==> config.mk <==
export PLATFORM = sky130hd
export DESIGN_NAME = pgwalk_top
export DESIGN_NICKNAME = d
export VERILOG_FILES = /design/src/rtl/pgw_pkg.sv /design/src/rtl/pgw_addr_gen.sv /design/src/rtl/pgw_pte_update.sv /design/src/rtl/pgw_walk_fsm.sv /design/src/rtl/pgwalk_top.sv
export SDC_FILE = /design/constraint.sdc
export NUM_CORES = 1
export LEC_CHECK = 0
export BUFFER_PORTS_ARGS = -buffer_cell sky130_fd_sc_hd__buf_2
export CORE_UTILIZATION = 35
export DETAILED_ROUTE_END_ITERATION = 16
export GPL_TIMING_DRIVEN = 0
export HOLD_SLACK_MARGIN = 0.12
export PLACE_DENSITY_LB_ADDON = 0.2
export SYNTH_ARGS = -nofsm -noshare
export SYNTH_HDL_FRONTEND = slang
export SYNTH_HIERARCHICAL = 1
export SYNTH_SLANG_ARGS = --single-unit
==> constraint.sdc <==
create_clock -name clk -period 2.7 [get_ports clk]
set_input_delay 0 -clock clk [delete_from_list [all_inputs] [get_ports clk]]
set_output_delay 0 -clock clk [all_outputs]
set_load 0.01 [all_outputs]
==> src/rtl/pgw_pkg.sv <==
package pgw_pkg;

  typedef enum logic [2:0] {
    ST_IDLE    = 3'd0,
    ST_RD_REQ  = 3'd1,
    ST_RD_WAIT = 3'd2,
    ST_CHECK   = 3'd3,
    ST_WB      = 3'd4,
    ST_DONE    = 3'd5,
    ST_FAULT   = 3'd6
  } walk_state_t;

  localparam int PTE_V_BIT = 0;
  localparam int PTE_R_BIT = 1;
  localparam int PTE_D_BIT = 2;

  localparam logic [1:0] CAUSE_NONE  = 2'd0;
  localparam logic [1:0] CAUSE_LOAD  = 2'd1;
  localparam logic [1:0] CAUSE_STORE = 2'd2;

endpackage

==> src/rtl/pgw_addr_gen.sv <==
module pgw_addr_gen #(
  parameter int ADDR_W    = 32,
  parameter int VPN_W     = 20,
  parameter int PTE_BYTES = 4
) (
  input  logic [ADDR_W-1:0] base,
  input  logic [VPN_W-1:0]  vpn,
  output logic [ADDR_W-1:0] entry_addr
);
  localparam int SHIFT = $clog2(PTE_BYTES);

  logic [ADDR_W-1:0] offset;

  generate
    if (SHIFT == 0) begin : g_noshift
      assign offset = ADDR_W'(vpn);
    end else begin : g_shift
      assign offset = ADDR_W'(vpn) << SHIFT;
    end
  endgenerate

  assign entry_addr = base + offset;
endmodule

==> src/rtl/pgw_pte_update.sv <==
module pgw_pte_update
  import pgw_pkg::*;
#(
  parameter int PTE_W = 32
) (
  input  logic [PTE_W-1:0] pte_in,
  input  logic             is_store,
  output logic [PTE_W-1:0] pte_out,
  output logic             pte_valid,
  output logic             need_wb
);
  always_comb begin
    pte_out            = pte_in;
    pte_out[PTE_R_BIT] = 1'b1;
    if (is_store) begin
      pte_out[PTE_D_BIT] = 1'b1;
    end
  end

  assign pte_valid = pte_in[PTE_V_BIT];
  assign need_wb   = pte_valid &&
                     (!pte_in[PTE_R_BIT] || (is_store && !pte_in[PTE_D_BIT]));
endmodule

==> src/rtl/pgw_walk_fsm.sv <==
module pgw_walk_fsm
  import pgw_pkg::*;
#(
  parameter int VA_W   = 32,
  parameter int OFF_W  = 12,
  parameter int ADDR_W = 32,
  parameter int PTE_W  = 32,
  parameter int PPN_W  = 20
) (
  input  logic                   clk,
  input  logic                   rst,
  input  logic                   miss_valid,
  output logic                   miss_ready,
  input  logic [VA_W-1:0]        miss_vaddr,
  input  logic                   miss_store,
  input  logic [ADDR_W-1:0]      entry_addr,
  output logic                   mem_req,
  output logic                   mem_we,
  output logic [ADDR_W-1:0]      mem_addr,
  output logic [PTE_W-1:0]       mem_wdata,
  input  logic                   mem_ready,
  input  logic [PTE_W-1:0]       mem_rdata,
  output logic [PTE_W-1:0]       pte_cur,
  output logic                   store_cur,
  input  logic [PTE_W-1:0]       upd_pte,
  input  logic                   upd_valid,
  input  logic                   upd_need_wb,
  output logic                   refill_valid,
  output logic [VA_W-OFF_W-1:0]  refill_vpn,
  output logic [PPN_W-1:0]       refill_ppn,
  output logic                   refill_dirty,
  output logic                   fault_valid,
  output logic [VA_W-1:0]        fault_addr,
  output logic [1:0]             fault_cause
);
  walk_state_t       state;
  logic [VA_W-1:0]   va_q;
  logic              store_q;
  logic [ADDR_W-1:0] addr_q;
  logic [PTE_W-1:0]  pte_q;
  logic [VA_W-1:0]   fault_addr_q;
  logic [1:0]        cause_q;

  always_ff @(posedge clk) begin
    if (rst) begin
      state        <= ST_IDLE;
      va_q         <= '0;
      store_q      <= 1'b0;
      addr_q       <= '0;
      pte_q        <= '0;
      fault_addr_q <= '0;
      cause_q      <= CAUSE_NONE;
    end else begin
      case (state)
        ST_IDLE: begin
          if (miss_valid) begin
            va_q    <= miss_vaddr;
            store_q <= miss_store;
            addr_q  <= entry_addr;
            state   <= ST_RD_REQ;
          end
        end
        ST_RD_REQ: begin
          if (mem_ready) state <= ST_RD_WAIT;
        end
        ST_RD_WAIT: begin
          pte_q <= mem_rdata;
          state <= ST_CHECK;
        end
        ST_CHECK: begin
          if (!upd_valid) begin
            fault_addr_q <= va_q;
            cause_q      <= store_q ? CAUSE_STORE : CAUSE_LOAD;
            state        <= ST_FAULT;
          end else begin
            pte_q <= upd_pte;
            state <= upd_need_wb ? ST_WB : ST_DONE;
          end
        end
        ST_WB: begin
          if (mem_ready) state <= ST_DONE;
        end
        ST_DONE:  state <= ST_IDLE;
        ST_FAULT: state <= ST_IDLE;
        default:  state <= ST_IDLE;
      endcase
    end
  end

  assign miss_ready   = (state == ST_IDLE);
  assign mem_req      = (state == ST_RD_REQ) || (state == ST_WB);
  assign mem_we       = (state == ST_WB);
  assign mem_addr     = addr_q;
  assign mem_wdata    = pte_q;
  assign pte_cur      = pte_q;
  assign store_cur    = store_q;
  assign refill_valid = (state == ST_DONE);
  assign refill_vpn   = va_q[VA_W-1:OFF_W];
  assign refill_ppn   = pte_q[PTE_W-1 -: PPN_W];
  assign refill_dirty = pte_q[PTE_D_BIT];
  assign fault_valid  = (state == ST_FAULT);
  assign fault_addr   = fault_addr_q;
  assign fault_cause  = cause_q;

  // a pending request is held with stable address and direction
  a_r2_req_hold: assert property (@(posedge clk) disable iff (rst)
    (mem_req && !mem_ready) |=> (mem_req && $stable(mem_addr) && $stable(mem_we)));

  // refill is a single-cycle pulse followed by idle
  a_r3_refill_pulse: assert property (@(posedge clk) disable iff (rst)
    refill_valid |=> (!refill_valid && miss_ready));

  // a fault never coincides with a refill or a memory access
  a_r4_fault_alone: assert property (@(posedge clk) disable iff (rst)
    fault_valid |-> (!refill_valid && !mem_req));

  // the recorded fault address changes only with a fault pulse
  a_r5_fault_addr_hold: assert property (@(posedge clk) disable iff (rst)
    !$stable(fault_addr) |-> fault_valid);

  // any write-back carries a valid, referenced entry
  a_r6_wb_marks_ref: assert property (@(posedge clk) disable iff (rst)
    (mem_req && mem_we) |-> (mem_wdata[PTE_R_BIT] && mem_wdata[PTE_V_BIT]));

  // an accepted miss makes the walker busy
  a_r8_busy_after_accept: assert property (@(posedge clk) disable iff (rst)
    (miss_valid && miss_ready) |=> !miss_ready);
endmodule

==> src/rtl/pgwalk_top.sv <==
module pgwalk_top
  import pgw_pkg::*;
#(
  parameter int VA_W      = 32,
  parameter int OFF_W     = 12,
  parameter int ADDR_W    = 32,
  parameter int PTE_W     = 32,
  parameter int PPN_W     = 20,
  parameter int PTE_BYTES = 4
) (
  input  logic                  clk,
  input  logic                  rst,
  input  logic                  miss_valid,
  output logic                  miss_ready,
  input  logic [VA_W-1:0]       miss_vaddr,
  input  logic                  miss_store,
  input  logic [ADDR_W-1:0]     table_base,
  output logic                  mem_req,
  output logic                  mem_we,
  output logic [ADDR_W-1:0]     mem_addr,
  output logic [PTE_W-1:0]      mem_wdata,
  input  logic                  mem_ready,
  input  logic [PTE_W-1:0]      mem_rdata,
  output logic                  refill_valid,
  output logic [VA_W-OFF_W-1:0] refill_vpn,
  output logic [PPN_W-1:0]      refill_ppn,
  output logic                  refill_dirty,
  output logic                  fault_valid,
  output logic [VA_W-1:0]       fault_addr,
  output logic [1:0]            fault_cause
);
  localparam int VPN_W = VA_W - OFF_W;

  logic [ADDR_W-1:0] entry_addr;
  logic [PTE_W-1:0]  pte_cur;
  logic              store_cur;
  logic [PTE_W-1:0]  upd_pte;
  logic              upd_valid;
  logic              upd_need_wb;

  pgw_addr_gen #(
    .ADDR_W(ADDR_W), .VPN_W(VPN_W), .PTE_BYTES(PTE_BYTES)
  ) addr_i (
    .base(table_base),
    .vpn(miss_vaddr[VA_W-1:OFF_W]),
    .entry_addr(entry_addr)
  );

  pgw_pte_update #(.PTE_W(PTE_W)) upd_i (
    .pte_in(pte_cur),
    .is_store(store_cur),
    .pte_out(upd_pte),
    .pte_valid(upd_valid),
    .need_wb(upd_need_wb)
  );

  pgw_walk_fsm #(
    .VA_W(VA_W), .OFF_W(OFF_W), .ADDR_W(ADDR_W), .PTE_W(PTE_W), .PPN_W(PPN_W)
  ) fsm_i (
    .clk(clk),
    .rst(rst),
    .miss_valid(miss_valid),
    .miss_ready(miss_ready),
    .miss_vaddr(miss_vaddr),
    .miss_store(miss_store),
    .entry_addr(entry_addr),
    .mem_req(mem_req),
    .mem_we(mem_we),
    .mem_addr(mem_addr),
    .mem_wdata(mem_wdata),
    .mem_ready(mem_ready),
    .mem_rdata(mem_rdata),
    .pte_cur(pte_cur),
    .store_cur(store_cur),
    .upd_pte(upd_pte),
    .upd_valid(upd_valid),
    .upd_need_wb(upd_need_wb),
    .refill_valid(refill_valid),
    .refill_vpn(refill_vpn),
    .refill_ppn(refill_ppn),
    .refill_dirty(refill_dirty),
    .fault_valid(fault_valid),
    .fault_addr(fault_addr),
    .fault_cause(fault_cause)
  );
endmodule

==> impl_metrics.json <==
{
  "status": "completed",
  "power.leakage_nw": 4.81,
  "top_usage_layer": "met2",
  "hold_buffers": 85,
  "critPathMaxStageDelay_ns": 0.53,
  "cts_resized": 0,
  "slew_violations": 0,
  "area_growth_pct": 39.8,
  "ioPinCount": 245,
  "reg2reg_depth": 6,
  "initial_core_util_pct": 36.3,
  "hpwlAfterDp_mm": 16.7,
  "use_met1_pct": 25.8,
  "place_congestion": 0.857,
  "arrival_ns": 2.77,
  "tightestPinTransition_ns": 0.739,
  "rr_startpoint": "fsm_i/state[1]",
  "whs_path_depth": 5,
  "cp.buffers_inverters": 3,
  "drtAntennaViolNets": 0,
  "cts-htree-levels": 4,
  "syn-cell-area_um2": 7430,
  "rsz0062_at_grt": "false",
  "ys_warn_count": 6,
  "worst_setup_path_end_kind": "flop",
  "path_cells": "dlygate4sd3_1 -> buf_2 -> ha_1 -> inv_1 -> fa_1 -> nor2b_1 -> o2111a_1 -> o31a_1 -> o211ai_2 -> a211oi_2 -> xor2_1 -> nand2_1 -> a21oi_1",
  "synth_cell_types": 58,
  "criticalPathCategory": "input pin to flop",
  "timing.rr.end": "fsm_i/state[0]",
  "worstPathMaxFanout": 5,
  "finalCriticalPeriod_ns": 2.42,
  "layout_commonest_cell": "buf_2",
  "coreArea_um2": 20500,
  "clkSinkCount": 134,
  "critical_path.slowest_cell": "dlygate4sd3_1",
  "vdd_drop_max_mv": 0.395,
  "track_usage_pct": 20.9,
  "fin_tns_setup_ns": 0,
  "hold_start": "table_base[16]",
  "required_ns": 3.04,
  "ys_ff_latch": 134,
  "path_delay_family": "compound AO/OA/AOI/OAI gates",
  "fillCellCount": 2076,
  "drive_gt1_share_pct": 32.6,
  "cts_tree": "yes",
  "synth_fp_nets": 1065,
  "synth-edff-count": 0,
  "cts.path.max_buffers": 2,
  "rows": 52,
  "die_area_um2": 21800,
  "grt_use_met2_pct": 35.8,
  "die_h_um": 148,
  "p_sw_mw": 1.80,
  "synth_seq_area_share_pct": 36.1,
  "antenna_found_initial": 1,
  "die_w_um": 148,
  "post-route-period-util_pct": 89.8,
  "p_int_mw": 4.10,
  "port_buffers": 239,
  "fmax_mhz": 413,
  "hold_class": "input pin to flop",
  "power_frac_comb_pct": 24.3,
  "first_pass_iters": 4,
  "p_sw_share_pct": 30.5,
  "reg2reg_slack_ns": 0.67,
  "routed_wirelength_mm": 22.7,
  "grt_max_degree": 17,
  "hold_viol": 0,
  "drc": 0,
  "async_reset_ff_share_pct": 0,
  "min_to": "fsm_i/mem_addr[16]",
  "clockPowerShare_pct": 38.4,
  "postSynthCellCount": 943,
  "crit_path_start_kind": "input pin",
  "grt_pass1_vias": 7086,
  "met3_usage_pct": 5.03,
  "p_per_area_nw_per_um2": 567,
  "grt_pass1_wl_mm": 35.9,
  "synth.avg_cell_area_um2": 7.88,
  "drt-wirelength-per-cell_um": 14.5,
  "viasPerCell": 4.68,
  "final_cell_mix": "buf_2 (262), nand2_1 (223), a21oi_1 (156)",
  "nNetsFinal": 1408,
  "post_cts_buffers": 0,
  "cp-startpoint": "miss_vaddr[12]",
  "root_buffer": "clkbuf_16",
  "overflow": 0,
  "power_frac_seq_pct": 37.3,
  "skew_ns": 0.00825,
  "cts_made_buffers": 17,
  "synth-main-ff-cell": "dfxtp_1",
  "clk_pin_slew_ns": 0.06,
  "maxSlewHeadroom_pct": 50.7,
  "clkLatencyLatePin_ns": 0.42,
  "placed_cells": 1452,
  "cap_violations": 0,
  "via_count": 7353,
  "fin_cells": 1570,
  "drtIter0Drc": 242,
  "setup_viol": 0
}
[per-stage QoR]
step / hold WS (ns) / area [um^2] / total power, mW / utilization, % / worst slack (ns)
2_1_floorplan: 0.136 / 7430 / 3.14 / - / 0.852
3_3_place_gp: 0.249 / 8970 / 3.57 / 43.7 / 0.410
3_5_place_dp: 0.252 / 8970 / 3.58 / 43.7 / 0.417
4_1_cts: 0.136 / 10400 / 5.97 / 50.7 / 0.318
5_1_grt: 0.173 / 10400 / 6.22 / 50.7 / 0.116
6_report: 0.139 / 10400 / 5.89 / 50.7 / 0.276
[cell usage after synthesis (all sizes together), types with 12 or more instances]
master  instances  area [um^2]
a211oi         36          275
a21oi         158          798
buf           145         1050
clkbuf         26         97.6
dfxtp         134         2680
ha             20          250
inv            14         52.6
mux2i          32          320
nand2         223          837
nand3          13         65.1
nor2           13         48.8
nor3           12         60.1
o21ai          15         78.8
[cell families after synthesis]
| group | Yosys count | share of synthesized area (%) |
|---|---|---|
| compound gates | 245 | 19.3 |
| buf+inv | 185 | 16.1 |
| xor+xnor | 22 | 2.59 |
| other cells | 1 | 0.0505 |
| flops | 134 | 36.1 |
| simple gates | 303 | 17.9 |
| fa+ha+maj | 21 | 3.64 |
| mux | 32 | 4.31 |
[worst max path at each step]
| stage | slack [ns] | cells past startpoint | endpoint |
|---|---|---|---|
| after floorplan | 0.85 | 11 | fsm_i/mem_addr[30] |
| after global placement | 0.41 | 12 | fsm_i/mem_addr[30] |
| after detailed placement | 0.42 | 12 | fsm_i/mem_addr[30] |
| after CTS | 0.32 | 13 | fsm_i/mem_addr[30] |
| after global routing | 0.12 | 13 | fsm_i/mem_addr[30] |
| final | 0.28 | 13 | fsm_i/mem_addr[30] |
[layout make-up]
class	instances	area (um^2)	share of cell area [%]
timing repair buffer	324	2050	19.7
antenna	1	2.50	0.0241
clock buffer	18	429	4.13
inverter	14	52.6	0.506
multi-input combinational	624	3550	34.2
buffer	171	1150	11.0
clock inverter	14	140	1.35
sequential	134	2680	25.8
tap	270	338	3.25
[power groups by stage]
| stage | logic (mW) | clock network (mW) | registers (mW) |
|---|---|---|---|
| finish | 1.43 | 2.26 | 2.20 |
| global route | 1.59 | 2.42 | 2.21 |
| CTS | 1.44 | 2.33 | 2.20 |
| detailed placement | 1.34 | 0 | 2.24 |
| global placement | 1.33 | 0 | 2.24 |
| floorplan | 0.876 | 0 | 2.27 |
[routing by layer]
metal	share of wire, %	vias to the layer above	wire length [um]
li1	-	3794	-
met1	45	3352	10300
met2	47	185	10700
met3	6.3	22	1430
met4	1.5	0	350
met5	0	-	0
[flip-flops by register name, summed over array words and instances (netlist names)]
signal             flops
fsm_i/fault_addr      32
fsm_i/fault_cause      2
fsm_i/mem_addr        32
fsm_i/mem_wdata       32
fsm_i/state            3
fsm_i/store_cur        1
fsm_i/va_q            32
[worst register-to-register path: stages, from the launching register on]
cell and delay, ns:
dfxtp_1 0.36, nor2b_1 0.14, buf_2 0.19, clkbuf_1 0.39
o21ai_0 0.16, a31oi_1 0.18, dlygate4sd3_1 0.55
Note: power is estimated with default switching activity, not from simulation.
